File: src/rtl/tagrot_pkg.sv
package tagrot_pkg;

  localparam int DEF_NIB_W  = 4;
  localparam int DEF_NIBS   = 8;
  localparam int DEF_PORTS  = 32;

  // Number of head bits a stage consumes for a gang size of 2^g ports.
  function automatic int route_bits(input int log_ports, input int g);
    if (g >= log_ports) return 0;
    return log_ports - g;
  endfunction

endpackage

File: src/rtl/tagrot_capture.sv
module tagrot_capture #(
  parameter int NIB_W   = 4,
  parameter int NIB_CNT = 8,
  localparam int TAG_W  = NIB_W * NIB_CNT,
  localparam int CNT_W  = $clog2(NIB_CNT)
) (
  input  logic             clk,
  input  logic             rst_n,
  input  logic             soc_in,
  input  logic [NIB_W-1:0] nib_in,
  output logic             tag_done,
  output logic [TAG_W-1:0] tag_full
);

  logic [TAG_W-1:0] cap_reg;
  logic [CNT_W-1:0] cap_cnt;
  logic             busy;
  logic             last_nib;

  assign last_nib = busy && !soc_in && (cap_cnt == CNT_W'(NIB_CNT - 1));
  assign tag_done = last_nib;
  assign tag_full = {cap_reg[TAG_W-NIB_W-1:0], nib_in};

  always_ff @(posedge clk) begin
    if (!rst_n) begin
      cap_reg <= '0;
      cap_cnt <= '0;
      busy    <= 1'b0;
    end else if (soc_in) begin
      cap_reg <= {cap_reg[TAG_W-NIB_W-1:0], nib_in};
      cap_cnt <= CNT_W'(1);
      busy    <= 1'b1;
    end else if (busy) begin
      cap_reg <= {cap_reg[TAG_W-NIB_W-1:0], nib_in};
      if (last_nib) begin
        cap_cnt <= '0;
        busy    <= 1'b0;
      end else begin
        cap_cnt <= cap_cnt + CNT_W'(1);
      end
    end
  end

  AST_CNT_BOUND: assert property (@(posedge clk) disable iff (!rst_n)
    busy |-> (cap_cnt != '0));

  AST_RESTART: assert property (@(posedge clk) disable iff (!rst_n)
    soc_in |=> (busy && cap_cnt == CNT_W'(1)));

  AST_IDLE_IGNORED: assert property (@(posedge clk) disable iff (!rst_n)
    (!busy && !soc_in) |=> !busy);

endmodule

File: src/rtl/tagrot_emitter.sv
module tagrot_emitter #(
  parameter int NIB_W   = 4,
  parameter int NIB_CNT = 8,
  parameter int GI_W    = 5,
  localparam int TAG_W  = NIB_W * NIB_CNT,
  localparam int REM_W  = $clog2(NIB_CNT + 1)
) (
  input  logic             clk,
  input  logic             rst_n,
  input  logic             load,
  input  logic [TAG_W-1:0] load_tag,
  input  logic [GI_W-1:0]  load_gi,
  input  logic             load_dist,
  input  logic             load_par,
  output logic [NIB_W-1:0] nib_out,
  output logic             out_valid,
  output logic             out_first,
  output logic [GI_W-1:0]  gang_idx,
  output logic             dist_mode
);

  logic [TAG_W-1:0] sh_reg;
  logic [REM_W-1:0] rem;
  logic             first_q;
  logic             par_acc;
  logic             ref_par;
  logic             out_last;

  assign nib_out   = sh_reg[TAG_W-1 -: NIB_W];
  assign out_valid = (rem != '0);
  assign out_first = first_q;
  assign out_last  = (rem == REM_W'(1));

  always_ff @(posedge clk) begin
    if (!rst_n) begin
      sh_reg    <= '0;
      rem       <= '0;
      first_q   <= 1'b0;
      gang_idx  <= '0;
      dist_mode <= 1'b0;
      par_acc   <= 1'b0;
      ref_par   <= 1'b0;
    end else if (load) begin
      sh_reg    <= load_tag;
      rem       <= REM_W'(NIB_CNT);
      first_q   <= 1'b1;
      gang_idx  <= load_gi;
      dist_mode <= load_dist;
      par_acc   <= 1'b0;
      ref_par   <= load_par;
    end else if (rem != '0) begin
      sh_reg  <= sh_reg << NIB_W;
      rem     <= rem - REM_W'(1);
      first_q <= 1'b0;
      par_acc <= par_acc ^ (^nib_out);
    end
  end

  AST_NO_OVERRUN: assert property (@(posedge clk) disable iff (!rst_n)
    load |-> (rem <= REM_W'(1)));

  AST_RUN_CONTIGUOUS: assert property (@(posedge clk) disable iff (!rst_n)
    (out_valid && !out_last) |=> out_valid);

  AST_PARITY_KEPT: assert property (@(posedge clk) disable iff (!rst_n)
    out_last |-> ((par_acc ^ (^nib_out)) == ref_par));

endmodule

File: src/rtl/tag_rotator.sv
module tag_rotator
  import tagrot_pkg::*;
#(
  parameter int NIB_W     = DEF_NIB_W,
  parameter int NIB_CNT   = DEF_NIBS,
  parameter int PORTS     = DEF_PORTS,
  localparam int TAG_W    = NIB_W * NIB_CNT,
  localparam int LOG_PORTS = $clog2(PORTS),
  localparam int GL_W     = $clog2(LOG_PORTS + 1),
  localparam int GI_W     = (LOG_PORTS > 0) ? LOG_PORTS : 1
) (
  input  logic             clk,
  input  logic             rst_n,
  input  logic [GL_W-1:0]  gang_log2,
  input  logic             soc_in,
  input  logic [NIB_W-1:0] nib_in,
  output logic [NIB_W-1:0] nib_out,
  output logic             out_valid,
  output logic             out_first,
  output logic [GI_W-1:0]  gang_idx,
  output logic             dist_mode
);

  // Left rotation by k: head bits wrap round to the tail.
  function automatic logic [TAG_W-1:0] rot_left(input logic [TAG_W-1:0] t, input int k);
    logic [TAG_W-1:0] r;
    r = '0;
    for (int i = 0; i < TAG_W; i++) r[i] = t[(i - k + TAG_W) % TAG_W];
    return r;
  endfunction

  // Top k bits of the tag, right-aligned, first bit most significant.
  function automatic logic [GI_W-1:0] head_value(input logic [TAG_W-1:0] t, input int k);
    logic [GI_W-1:0] v;
    v = '0;
    for (int j = 0; j < GI_W; j++) if (j < k) v[j] = t[TAG_W - k + j];
    return v;
  endfunction

  logic             tag_done;
  logic [TAG_W-1:0] tag_full;
  logic [TAG_W-1:0] tag_rot;
  logic [GI_W-1:0]  gi_sel;
  logic             dist_sel;
  int               nbits;

  tagrot_capture #(.NIB_W(NIB_W), .NIB_CNT(NIB_CNT)) u_cap (
    .clk      (clk),
    .rst_n    (rst_n),
    .soc_in   (soc_in),
    .nib_in   (nib_in),
    .tag_done (tag_done),
    .tag_full (tag_full)
  );

  always_comb begin
    nbits    = route_bits(LOG_PORTS, int'(gang_log2));
    tag_rot  = rot_left(tag_full, nbits);
    gi_sel   = head_value(tag_full, nbits);
    dist_sel = (nbits == 0);
  end

  tagrot_emitter #(.NIB_W(NIB_W), .NIB_CNT(NIB_CNT), .GI_W(GI_W)) u_emit (
    .clk       (clk),
    .rst_n     (rst_n),
    .load      (tag_done),
    .load_tag  (tag_rot),
    .load_gi   (gi_sel),
    .load_dist (dist_sel),
    .load_par  (^tag_full),
    .nib_out   (nib_out),
    .out_valid (out_valid),
    .out_first (out_first),
    .gang_idx  (gang_idx),
    .dist_mode (dist_mode)
  );

  AST_LATENCY: assert property (@(posedge clk) disable iff (!rst_n)
    tag_done |=> out_first);

  AST_FIRST_IN_RUN: assert property (@(posedge clk) disable iff (!rst_n)
    out_first |-> out_valid);

  AST_DIST_IDX_ZERO: assert property (@(posedge clk) disable iff (!rst_n)
    (out_valid && dist_mode) |-> (gang_idx == '0));

  AST_IDX_HELD: assert property (@(posedge clk) disable iff (!rst_n)
    (out_valid && !out_first && !$past(tag_done)) |-> $stable(gang_idx));

endmodule

File: config.mk
export PLATFORM = sky130hd
export DESIGN_NAME = tag_rotator
export DESIGN_NICKNAME = d
export VERILOG_FILES = /design/src/rtl/tagrot_pkg.sv /design/src/rtl/tagrot_capture.sv /design/src/rtl/tagrot_emitter.sv /design/src/rtl/tag_rotator.sv
export SDC_FILE = /design/constraint.sdc
export NUM_CORES = 1
export LEC_CHECK = 0
export ABC_AREA = 1
export CAP_MARGIN = 20
export CORE_ASPECT_RATIO = 0.8
export CORE_MARGIN = 5
export CORE_UTILIZATION = 45
export DETAILED_ROUTE_END_ITERATION = 7
export DONT_BUFFER_PORTS = 1
export HOLD_SLACK_MARGIN = 0.02
export PLACE_DENSITY = 0.62
export SLEW_MARGIN = 20
export SYNTH_ARGS = -nofsm -noshare
export SYNTH_HDL_FRONTEND = slang
export SYNTH_SLANG_ARGS = --single-unit
File: constraint.sdc
create_clock -name clk -period 2.9 [get_ports clk]
set_clock_uncertainty 0.15 [all_clocks]
set_input_delay 0.145 -clock clk [delete_from_list [all_inputs] [get_ports clk]]
set_output_delay 0.145 -clock clk [all_outputs]
set_load 0.005 [all_outputs]
==> metrics, run 1 <==
outcome=complete, no violations; clock buffers created by TritonCTS=9; final layout net count=836; Cells after Synth=815; sequential share of the synthesized area=28.1%; fraction of final layout cells with drive strength greater than 1=9.96%; count of final max-slew check failures=0; number of violations of the max-capacitance limit=0; proportion of synthesized flip-flops having asynchronous set or reset=0%; dominant cell by count in the synthesized netlist=sky130_fd_sc_hd__nand3_1; switching power summed over all nets=1.49 mW; number of cells upsized or downsized after cts=0; setup repair after global routing missed its margin=no; largest family of logic cells by synthesized area=simple AND/OR/NAND/NOR gates; number of enable-type register cells in the synthesized netlist=0; Clock Power Share=32.3%; number of failing setup endpoints in the final timing report=0; kind of start point of the critical path=primary input; terminus of the critical flop-to-flop path=u_cap.cap_reg[5]; class of the worst hold path=in -> reg; routability-driven placement congestion ratio=0.998; post-route ant nets=0; Die W=132 um; # hold bufs at CTS=10; first-pass GRT wire length=26900 um; most common flop cell mapped by yosys=sky130_fd_sc_hd__dfxtp_1; count of cell types in the netlist=39; n_diodes=0; routed length per placed instance=17.1 um; antenna violations before repair=0; part of the total power dissipated in sequential elements=31.7%; cell count of the worst hold path=4; hold violation total from the final report=0; endpoint required time on the critical path=3.02 ns; WS Path Type=in -> reg; Yosys top cell by area=sky130_fd_sc_hd__dfxtp_1; flip-flop count of the largest register after layout=32; Worst-Skew Late Latency=0.34 ns; switching share of power=36.4%; end of the critical path=u_cap.cap_reg[5]; main area contributors after synthesis=sky130_fd_sc_hd__dfxtp_1 28%, sky130_fd_sc_hd__nand3_1 20%, sky130_fd_sc_hd__nand2_1 11%, sky130_fd_sc_hd__o21ai_0 6.3%, sky130_fd_sc_hd__inv_1 5.8%; top cells by count, synth=210 x sky130_fd_sc_hd__nand3_1, 158 x sky130_fd_sc_hd__nand2_1, 82 x sky130_fd_sc_hd__inv_1; # rows=35; number of H-tree branching levels=3; area fraction in compound gates after synthesis=14.7%; Post-CTS Setup Bufs=0; estimated wirelength of the detail-placed design=12600 um; fraction of synthesized cell area in xor and xnor cells=1.10%; total number of yosys warnings=0; maximum ir drop on the vdd rail=0.385 mV; Critical Path Fanout Max=30; Die H=107 um; vias in the first global route=5060; aggregate global routing overflow=0; per-cell via count in the routed design=5.76; final period utilization=79.0%; relative max-transition margin=60.8%; register cell area after layout=1500 sq um; Fin Hold WS=0.0369 ns; clock buffer depth=2; transition time at the pin with the least slew margin=0.585 ns; final critical delay including setup and external delays=2.29 ns; portion of netlist area occupied by mux cells=0%; synthesized flop and latch total=75; Comb pwr share=36.0%; Critical path origin=soc_in; number of detailed-routing iterations run before antenna repair=6; post-synthesis average cell area=6.55 sq um; area of the multi-input gates=3220 sq um; starting density of the core=46.2%; clock tree sinks=75; Worst Reg-to-Reg Cells=5; Arr. time, crit path=2.41 ns; quantity of I/O buffers inserted on ports=0; Iteration-0 DRC Markers=528; clock tree from TritonCTS=yes; global-route total usage across every layer=23.5%; die area=14200 sq um; clock input transition at the sequential cells of the worst setup and hold paths=0.06 ns; pwr dens=706 nW/um^2; leakage power total=2.69 nW; CTS Root Buffer Type=sky130_fd_sc_hd__clkbuf_16; endpoint class of the critical path=flip-flop; vias after detailed routing=5533; maximum number of pins on one net before global-route repair=61; internal power consumption=2.61 mW; count of pins on the block boundary=22; detailed-route DRC error count=0; aggregate negative setup slack=0 ns; Max Freq=0.437 GHz; top cell type's share of synthesized area=28.1%; area share of fa/ha/maj cells after synthesis=4.22%; Post-Synth Simple-Gate Area=39.8%; Core Box Area=11600 sq um; cell area after synthesis=5340 sq um; Reg2Reg Launch Point=u_cap.busy; Routed Wire Length=16400 um; Layout Area Growth over Synthesis=8.70%; R2R setup slack=0.63 ns; # fillers=1198
==> worst min-delay path by stage <==
stage | endpoint | slack (ns) | startpoint
3_5_place_dp | u_emit.sh_reg[8] | 0.14 | rst_n
3_3_place_gp | u_emit.sh_reg[8] | 0.13 | rst_n
5_1_grt | u_emit.gang_idx[3] | 0.04 | gang_log2[1]
2_1_floorplan | u_cap.cap_cnt[0] | 0.17 | soc_in
4_1_cts | u_emit.gang_idx[3] | 0.04 | gang_log2[1]
6_report | u_emit.gang_idx[3] | 0.04 | gang_log2[1]
==> power by group through the flow <==
stage | Combinational, mW | Sequential [mW] | Clock (mW)
after floorplan | 1.18 | 1.29 | 0
after global placement | 1.40 | 1.32 | 0
after detailed placement | 1.43 | 1.32 | 0
after CTS | 1.46 | 1.30 | 1.35
after global routing | 1.68 | 1.32 | 1.39
final | 1.47 | 1.30 | 1.32
==> area by class of cell <==
cell class,instances,share of cell area (%)
inverters,88,5.69
clock buffers,10,4.12
clock inverters,6,1.94
multi-input cells,610,55.5
repair buffers,24,3.71
well taps,148,3.19
flip-flops and latches,75,25.9
==> metrics by stage <==
stage | cell area, sq um | power (mW) | worst slack (ns) | instances | utilization, %
global route | 5800 | 4.39 | 0.443 | 961 | 50.2
finish | 5800 | 4.09 | 0.609 | 961 | 50.2
CTS | 5800 | 4.11 | 0.641 | 961 | 50.2
global placement | 5340 | 2.71 | 0.385 | 935 | 46.2
floorplan | 5350 | 2.47 | 0.710 | 819 | -
detailed placement | 5340 | 2.75 | 0.326 | 935 | 46.2
==> worst max-delay path: stages <==
cell	delay, ns
sky130_fd_sc_hd__dlygate4sd3_1	0.58
sky130_fd_sc_hd__nor2_4	0.45
sky130_fd_sc_hd__buf_4	0.37
sky130_fd_sc_hd__o21ai_0	0.14
sky130_fd_sc_hd__dlygate4sd3_1	0.60
sky130_fd_sc_hd__a21oi_1	0.11
==> cell families after synthesis <==
kind of cell,after synthesis
other cells,1
flops,75
buf+inv,134
xor+xnor,5
compound gates,147
fa+ha+maj,18
simple gates,435
==> layout by cell type (no fill, tap or decap), types with 3 or more instances in the layout <==
cell type and instances:
sky130_fd_sc_hd__o21ai_2 4, sky130_fd_sc_hd__o21ai_1 5, sky130_fd_sc_hd__or2_2 12, sky130_fd_sc_hd__nor2_1 15, sky130_fd_sc_hd__bufinv_16 3, sky130_fd_sc_hd__clkbuf_16 9, sky130_fd_sc_hd__nand3b_1 10, sky130_fd_sc_hd__buf_4 14
sky130_fd_sc_hd__nand2_1 158, sky130_fd_sc_hd__nand2_2 6, sky130_fd_sc_hd__a21oi_1 58, sky130_fd_sc_hd__inv_1 82, sky130_fd_sc_hd__clkinv_1 3, sky130_fd_sc_hd__inv_2 3, sky130_fd_sc_hd__ha_1 18, sky130_fd_sc_hd__o21ai_0 67
sky130_fd_sc_hd__nand3_1 210, sky130_fd_sc_hd__dfxtp_1 75, sky130_fd_sc_hd__xnor2_1 3, sky130_fd_sc_hd__dlygate4sd3_1 9, sky130_fd_sc_hd__o211ai_1 4, sky130_fd_sc_hd__nand3_2 13, sky130_fd_sc_hd__nand4_1 3, sky130_fd_sc_hd__conb_1 5
==> per-layer routing <==
layer	vias up	wire, um	global-route usage (%)
met5	-	0	0
met4	0	191	4.99
met3	25	1290	5.56
met2	200	7170	36.9
met1	2584	7800	33.0
li1	2724	-	-
Note: power is estimated with default switching activity, not from simulation.
==> run 2: changes to the inputs <==
Clock period 2.9 ns to 2.2 ns, I/O delays scaled along.
==> metrics, run 2 (synthesized netlist as in run 1, its figures left out) <==
outcome=complete, no violations; routability-driven placement congestion ratio=0.987 (-1.1%); quantity of I/O buffers inserted on ports=0 (unchanged); Clock Power Share=28.4% (-3.9 points); part of the total power dissipated in sequential elements=32.6% (+0.9 points); routed length per placed instance=17.2 um (+0.46%); Comb pwr share=39.0% (+3.0 points); vias after detailed routing=5545 (+0.22%); final layout net count=854 (+2.2%); fraction of final layout cells with drive strength greater than 1=11.9% (+2.0 points); kind of start point of the critical path=primary input; Layout Area Growth over Synthesis=11.0%; detailed-route DRC error count=0 (unchanged); Core Box Area=11600 sq um (unchanged); leakage power total=2.75 nW (+2.0%); post-route ant nets=0 (unchanged); Critical Path Fanout Max=11 (-63%); flip-flop count of the largest register after layout=32 (unchanged); Iteration-0 DRC Markers=574 (+8.7%); final critical delay including setup and external delays=2.11 ns; WS Path Type=in -> reg; first-pass GRT wire length=26900 um (-0.15%); count of final max-slew check failures=0 (unchanged); class of the worst hold path=in -> reg; Die W=132 um (unchanged); maximum ir drop on the vdd rail=0.377 mV (-2.0%); maximum number of pins on one net before global-route repair=61 (unchanged); number of instances in the placed design=952 (+1.8%); switching share of power=38.3% (+1.9 points); clock input transition at the sequential cells of the worst setup and hold paths=0.06 ns (about the same); aggregate global routing overflow=0 (unchanged); count of pins on the block boundary=22 (unchanged); endpoint class of the critical path=flip-flop; per-cell via count in the routed design=5.66 (-1.6%); switching power summed over all nets=2.02 mW (+36%); internal power consumption=3.25 mW (+25%); number of H-tree branching levels=3 (unchanged); pwr dens=890 nW/um^2 (+26%); global-route total usage across every layer=23.7% (+0.20 points); endpoint required time on the critical path=2.33 ns (-0.69 ns); CTS Root Buffer Type=sky130_fd_sc_hd__clkbuf_16; vias in the first global route=5063 (+0.059%); clock tree sinks=75 (unchanged); number of violations of the max-capacitance limit=0 (unchanged); clock buffers created by TritonCTS=9 (unchanged); clock tree from TritonCTS=yes; Die H=107 um (unchanged); Place WS=0.0825 ns (-0.243 ns); # rows=35 (unchanged); Routed Wire Length=16800 um (+2.3%); Finished Layout Cells=979 (+1.9%); hold violation total from the final report=0 (unchanged); Max Freq=0.474 GHz; estimated wirelength of the detail-placed design=12900 um (+2.0%); commonest non-fill, non-tap cells in the layout=210 x sky130_fd_sc_hd__nand3_1, 158 x sky130_fd_sc_hd__nand2_1, 82 x sky130_fd_sc_hd__inv_1; power consumption=5.27 mW (+29%); clock buffer depth=2 (unchanged); Arr. time, crit path=2.24 ns (-0.17 ns); starting density of the core=46.2% (unchanged); leading cell type in the layout, fill and taps excluded=sky130_fd_sc_hd__nand3_1; R2R setup slack=0.16 ns (-0.47 ns); final period utilization=95.9%; antenna violations before repair=0 (unchanged); setup repair after global routing missed its margin=no; aggregate negative setup slack=0 ns (unchanged); n_diodes=0 (unchanged); number of detailed-routing iterations run before antenna repair=8 (+2); die area=14200 sq um (unchanged); Fin Hold WS=0.0369 ns (-0.0000180 ns); Worst Slack Setup Final=0.0909 ns (-0.518 ns); Worst-Skew Late Latency=0.33 ns (about the same); number of failing setup endpoints in the final timing report=0 (unchanged)
==> run 2: cell types whose count changed in the layout (fill, tap and decap cells not counted), sizes merged <==
cell,delta
clkinv,-2
clkinvlp,+4
bufinv,-2
buf,+17
inv,+1
dlygate4sd3,+1
clkbuf,-1
==> run 2: layout make-up <==
type,count,area [sq um]
Clock buffer,9,225
Clock inverter,7,77.6
Fill cell,1209,5640
Inverter,88,330
Multi-Input combinational cell,610,3230
Sequential cell,75,1500
Tap cell,148,185
Timing Repair Buffer,42,378
==> run 2: stage by stage <==
step	utilization, %	instance area (sq um)
global placement	47.5	5490
finish	51.3	5930
floorplan	-	5350
detailed placement	47.5	5490
CTS	51.2	5920
global route	51.3	5930
==> run 2: worst max-delay path, cell delays in order <==
cell                            delay (ns)
sky130_fd_sc_hd__nor2_4               0.09
sky130_fd_sc_hd__dlygate4sd3_1        0.55
sky130_fd_sc_hd__buf_4                0.23
sky130_fd_sc_hd__ha_2                 0.27
sky130_fd_sc_hd__inv_1                0.14
sky130_fd_sc_hd__a21oi_4              0.25
sky130_fd_sc_hd__inv_1                0.13
sky130_fd_sc_hd__nand3_1              0.10
sky130_fd_sc_hd__nand3_1              0.11
sky130_fd_sc_hd__nand3_1              0.10
sky130_fd_sc_hd__nand3_1              0.08
sky130_fd_sc_hd__inv_1                0.06
==> run 2: what timing repair did <==
action / in CTS / in global routing
setup endpoints to repair: 0 / 4
resized for setup: 0 / 2
hold endpoints to repair: 65 / 0
setup buffers: 0 / 0
hold buffers: 11 / 0
==> run 2: path summary, 6_finish.rpt <==
kind	startpoint	to	cells after the start
worst max register to register	u_cap.cap_cnt[0]	u_emit.gang_idx[4]	7
worst min-delay path	gang_log2[2]	u_emit.sh_reg[1]	5
worst min register to register	u_emit.sh_reg[27]	u_emit.sh_reg[27]	2
worst max-delay path	gang_log2[2]	u_emit.sh_reg[22]	12
==> run 2: routing by layer <==
layer,track usage (%),up-vias,routed length (um)
li1,-,2757,-
met1,32.7,2528,7900
met2,35.8,221,7070
met3,7.52,39,1520
met4,6.24,0,331
met5,0,-,0
==> run 2: power by group through the flow <==
stage | Combinational [mW] | Sequential (mW) | Clock (mW)
after global routing | 2.31 | 1.75 | 1.60
after floorplan | 1.55 | 1.71 | 0
final | 2.06 | 1.72 | 1.50
after detailed placement | 1.98 | 1.75 | 0
after global placement | 1.94 | 1.74 | 0
after CTS | 2.03 | 1.72 | 1.53
==> run 3: changes to the inputs <==
Settings changed: REMOVE_ABC_BUFFERS set to 1.
==> metrics, run 3 (synthesized netlist as in run 1, its figures left out) <==
WS Path Type=in -> reg; Place WS=0.00937 ns (-0.0731 ns); internal power consumption=3.37 mW (+3.7%); kind of start point of the critical path=primary input; clock buffer depth=2 (unchanged); antenna violations before repair=0 (unchanged); hold violation total from the final report=0 (unchanged); part of the total power dissipated in sequential elements=32.2% (-0.4 points); count of final max-slew check failures=0 (unchanged); pwr dens=905 nW/um^2 (+1.7%); Routed Wire Length=16400 um (-2.8%); detailed-route DRC error count=0 (unchanged); number of detailed-routing iterations run before antenna repair=8 (unchanged); count of pins on the block boundary=22 (unchanged); total placed instance area=5420 sq um (-1.4%); Iteration-0 DRC Markers=550 (-4.2%); final layout net count=845 (-1.1%); leading cell type in the layout, fill and taps excluded=sky130_fd_sc_hd__nand3_1; routability-driven placement congestion ratio=1.02 (+3.3%); vias in the first global route=5245 (+3.6%); R2R setup slack=0.20 ns (+0.04 ns); final design area excluding fillers=5880 sq um (-0.76%); number of failing setup endpoints in the final timing report=0 (unchanged); CTS Root Buffer Type=sky130_fd_sc_hd__clkbuf_16; outcome=complete, no violations; Worst Slack Setup Final=0.112 ns (+0.0212 ns); Die W=132 um (unchanged); clock buffers created by TritonCTS=9 (unchanged); first-pass GRT wire length=27200 um (+1.1%); leakage power total=2.72 nW (-0.90%); number of H-tree branching levels=3 (unchanged); # rows=35 (unchanged); clock tree from TritonCTS=yes; endpoint class of the critical path=flip-flop; Arr. time, crit path=2.15 ns (-0.09 ns); switching power summed over all nets=1.95 mW (-3.4%); class of the worst hold path=in -> reg; post-route ant nets=0 (unchanged); Die H=107 um (unchanged); quantity of I/O buffers inserted on ports=0 (unchanged); per-cell via count in the routed design=5.64 (-0.51%); clock input transition at the sequential cells of the worst setup and hold paths=0.06 ns (about the same); Critical Path Fanout Max=11 (unchanged); starting density of the core=46.2% (unchanged); die area=14200 sq um (unchanged); # fillers=1175 (-2.8%); number of violations of the max-capacitance limit=0 (unchanged); n_diodes=0 (unchanged); relative max-transition margin=49.9%; Clock Power Share=30.2% (+1.8 points); endpoint required time on the critical path=2.26 ns (-0.07 ns); switching share of power=36.6% (-1.7 points); estimated wirelength of the detail-placed design=12500 um (-3.1%); flip-flop count of the largest register after layout=32 (unchanged); Layout Area Growth over Synthesis=10.2%; Comb pwr share=37.6% (-1.4 points); routed length per placed instance=16.9 um (-1.9%); Core Box Area=11600 sq um (unchanged); final period utilization=94.9% (-0.96 points); transition time at the pin with the least slew margin=0.747 ns; maximum number of pins on one net before global-route repair=61 (unchanged); aggregate global routing overflow=0 (unchanged); commonest non-fill, non-tap cells in the layout=210 x sky130_fd_sc_hd__nand3_1, 158 x sky130_fd_sc_hd__nand2_1, 82 x sky130_fd_sc_hd__inv_1; Worst-Skew Late Latency=0.34 ns (about the same); maximum ir drop on the vdd rail=0.455 mV (+21%); fraction of final layout cells with drive strength greater than 1=10.7% (-1.2 points); global-route total usage across every layer=23.8% (+0.12 points); clock tree sinks=75 (unchanged); final critical delay including setup and external delays=2.09 ns (-0.0212 ns); Max Freq=0.479 GHz (+1.0%); vias after detailed routing=5466 (-1.4%)
run 3: cell count changes in the layout (fill, tap and decap cells not counted):
cell                            change
sky130_fd_sc_hd__bufinv_16          +1
sky130_fd_sc_hd__clkbuf_1           +2
sky130_fd_sc_hd__nor2_1             -1
sky130_fd_sc_hd__dlygate4sd3_1      +1
sky130_fd_sc_hd__clkbuf_8           +1
sky130_fd_sc_hd__nor2_2             +1
sky130_fd_sc_hd__clkinvlp_4         -4
sky130_fd_sc_hd__inv_6              -1
sky130_fd_sc_hd__buf_4             -10
sky130_fd_sc_hd__clkinv_2           +1
run 3: cell type report:
type	count	area [sq um]	share of cell area, %
inverters	88	330	5.62
clock inverters	4	73.8	1.26
flip-flops and latches	75	1500	25.5
well taps	148	185	3.15
clock buffers	12	246	4.19
repair buffers	33	313	5.32
multi-input cells	610	3230	54.9
run 3: power groups by stage:
stage,Clock [mW],Sequential [mW],Combinational (mW)
final,1.61,1.72,2.00
after global routing,1.70,1.74,2.27
after CTS,1.63,1.72,1.98
after detailed placement,0,1.74,1.93
after global placement,0,1.74,1.91
after floorplan,0,1.71,1.41
run 3: path summary, 6_finish.rpt:
check	start	to	cells after the start
max	gang_log2[2]	u_emit.sh_reg[2]	9
min	gang_log2[2]	u_emit.sh_reg[1]	5
max reg2reg	u_cap.cap_cnt[0]	u_emit.sh_reg[27]	10
min reg2reg	u_emit.rem[0]	u_emit.rem[0]	2
run 3: worst max-delay path: stages:
cell	delay [ns]
sky130_fd_sc_hd__nor2_4	0.02
sky130_fd_sc_hd__dlygate4sd3_1	0.54
sky130_fd_sc_hd__buf_4	0.20
sky130_fd_sc_hd__xnor2_1	0.61
sky130_fd_sc_hd__nand3_1	0.23
sky130_fd_sc_hd__nand3_1	0.18
sky130_fd_sc_hd__nand3_1	0.09
sky130_fd_sc_hd__nand3_1	0.10
sky130_fd_sc_hd__a21oi_1	0.06
run 3: what timing repair did:
action / in CTS / in global routing
gates resized for setup: 0 / 3
hold endpoints to repair: 68 / 0
setup endpoints to repair: 0 / 5
hold buffers: 12 / 0
buffers inserted: 0 / 0
run 3: metal layers:
layer  GRT usage [%]  share of wire [%]  vias to the layer above
li1                -                  -                     2736
met1            32.9                 47                     2491
met2            36.3                 43                      210
met3            5.23                7.6                       29
met4            9.18                2.6                        0
met5               0                  0                        -
run 3: through the flow:
step           power (mW)  TNS [ns]  hold WS (ns)  utilization, %  std cells
2_1_floorplan        3.12    -18.95        0.0858               -        773
3_3_place_gp         3.64         0         0.106            46.9        942
3_5_place_dp         3.67         0         0.107            46.9        942
4_1_cts              5.33         0        0.0246            50.8        970
5_1_grt              5.72  -0.00468        0.0589            50.9        970
6_report             5.32         0        0.0241            50.9        970
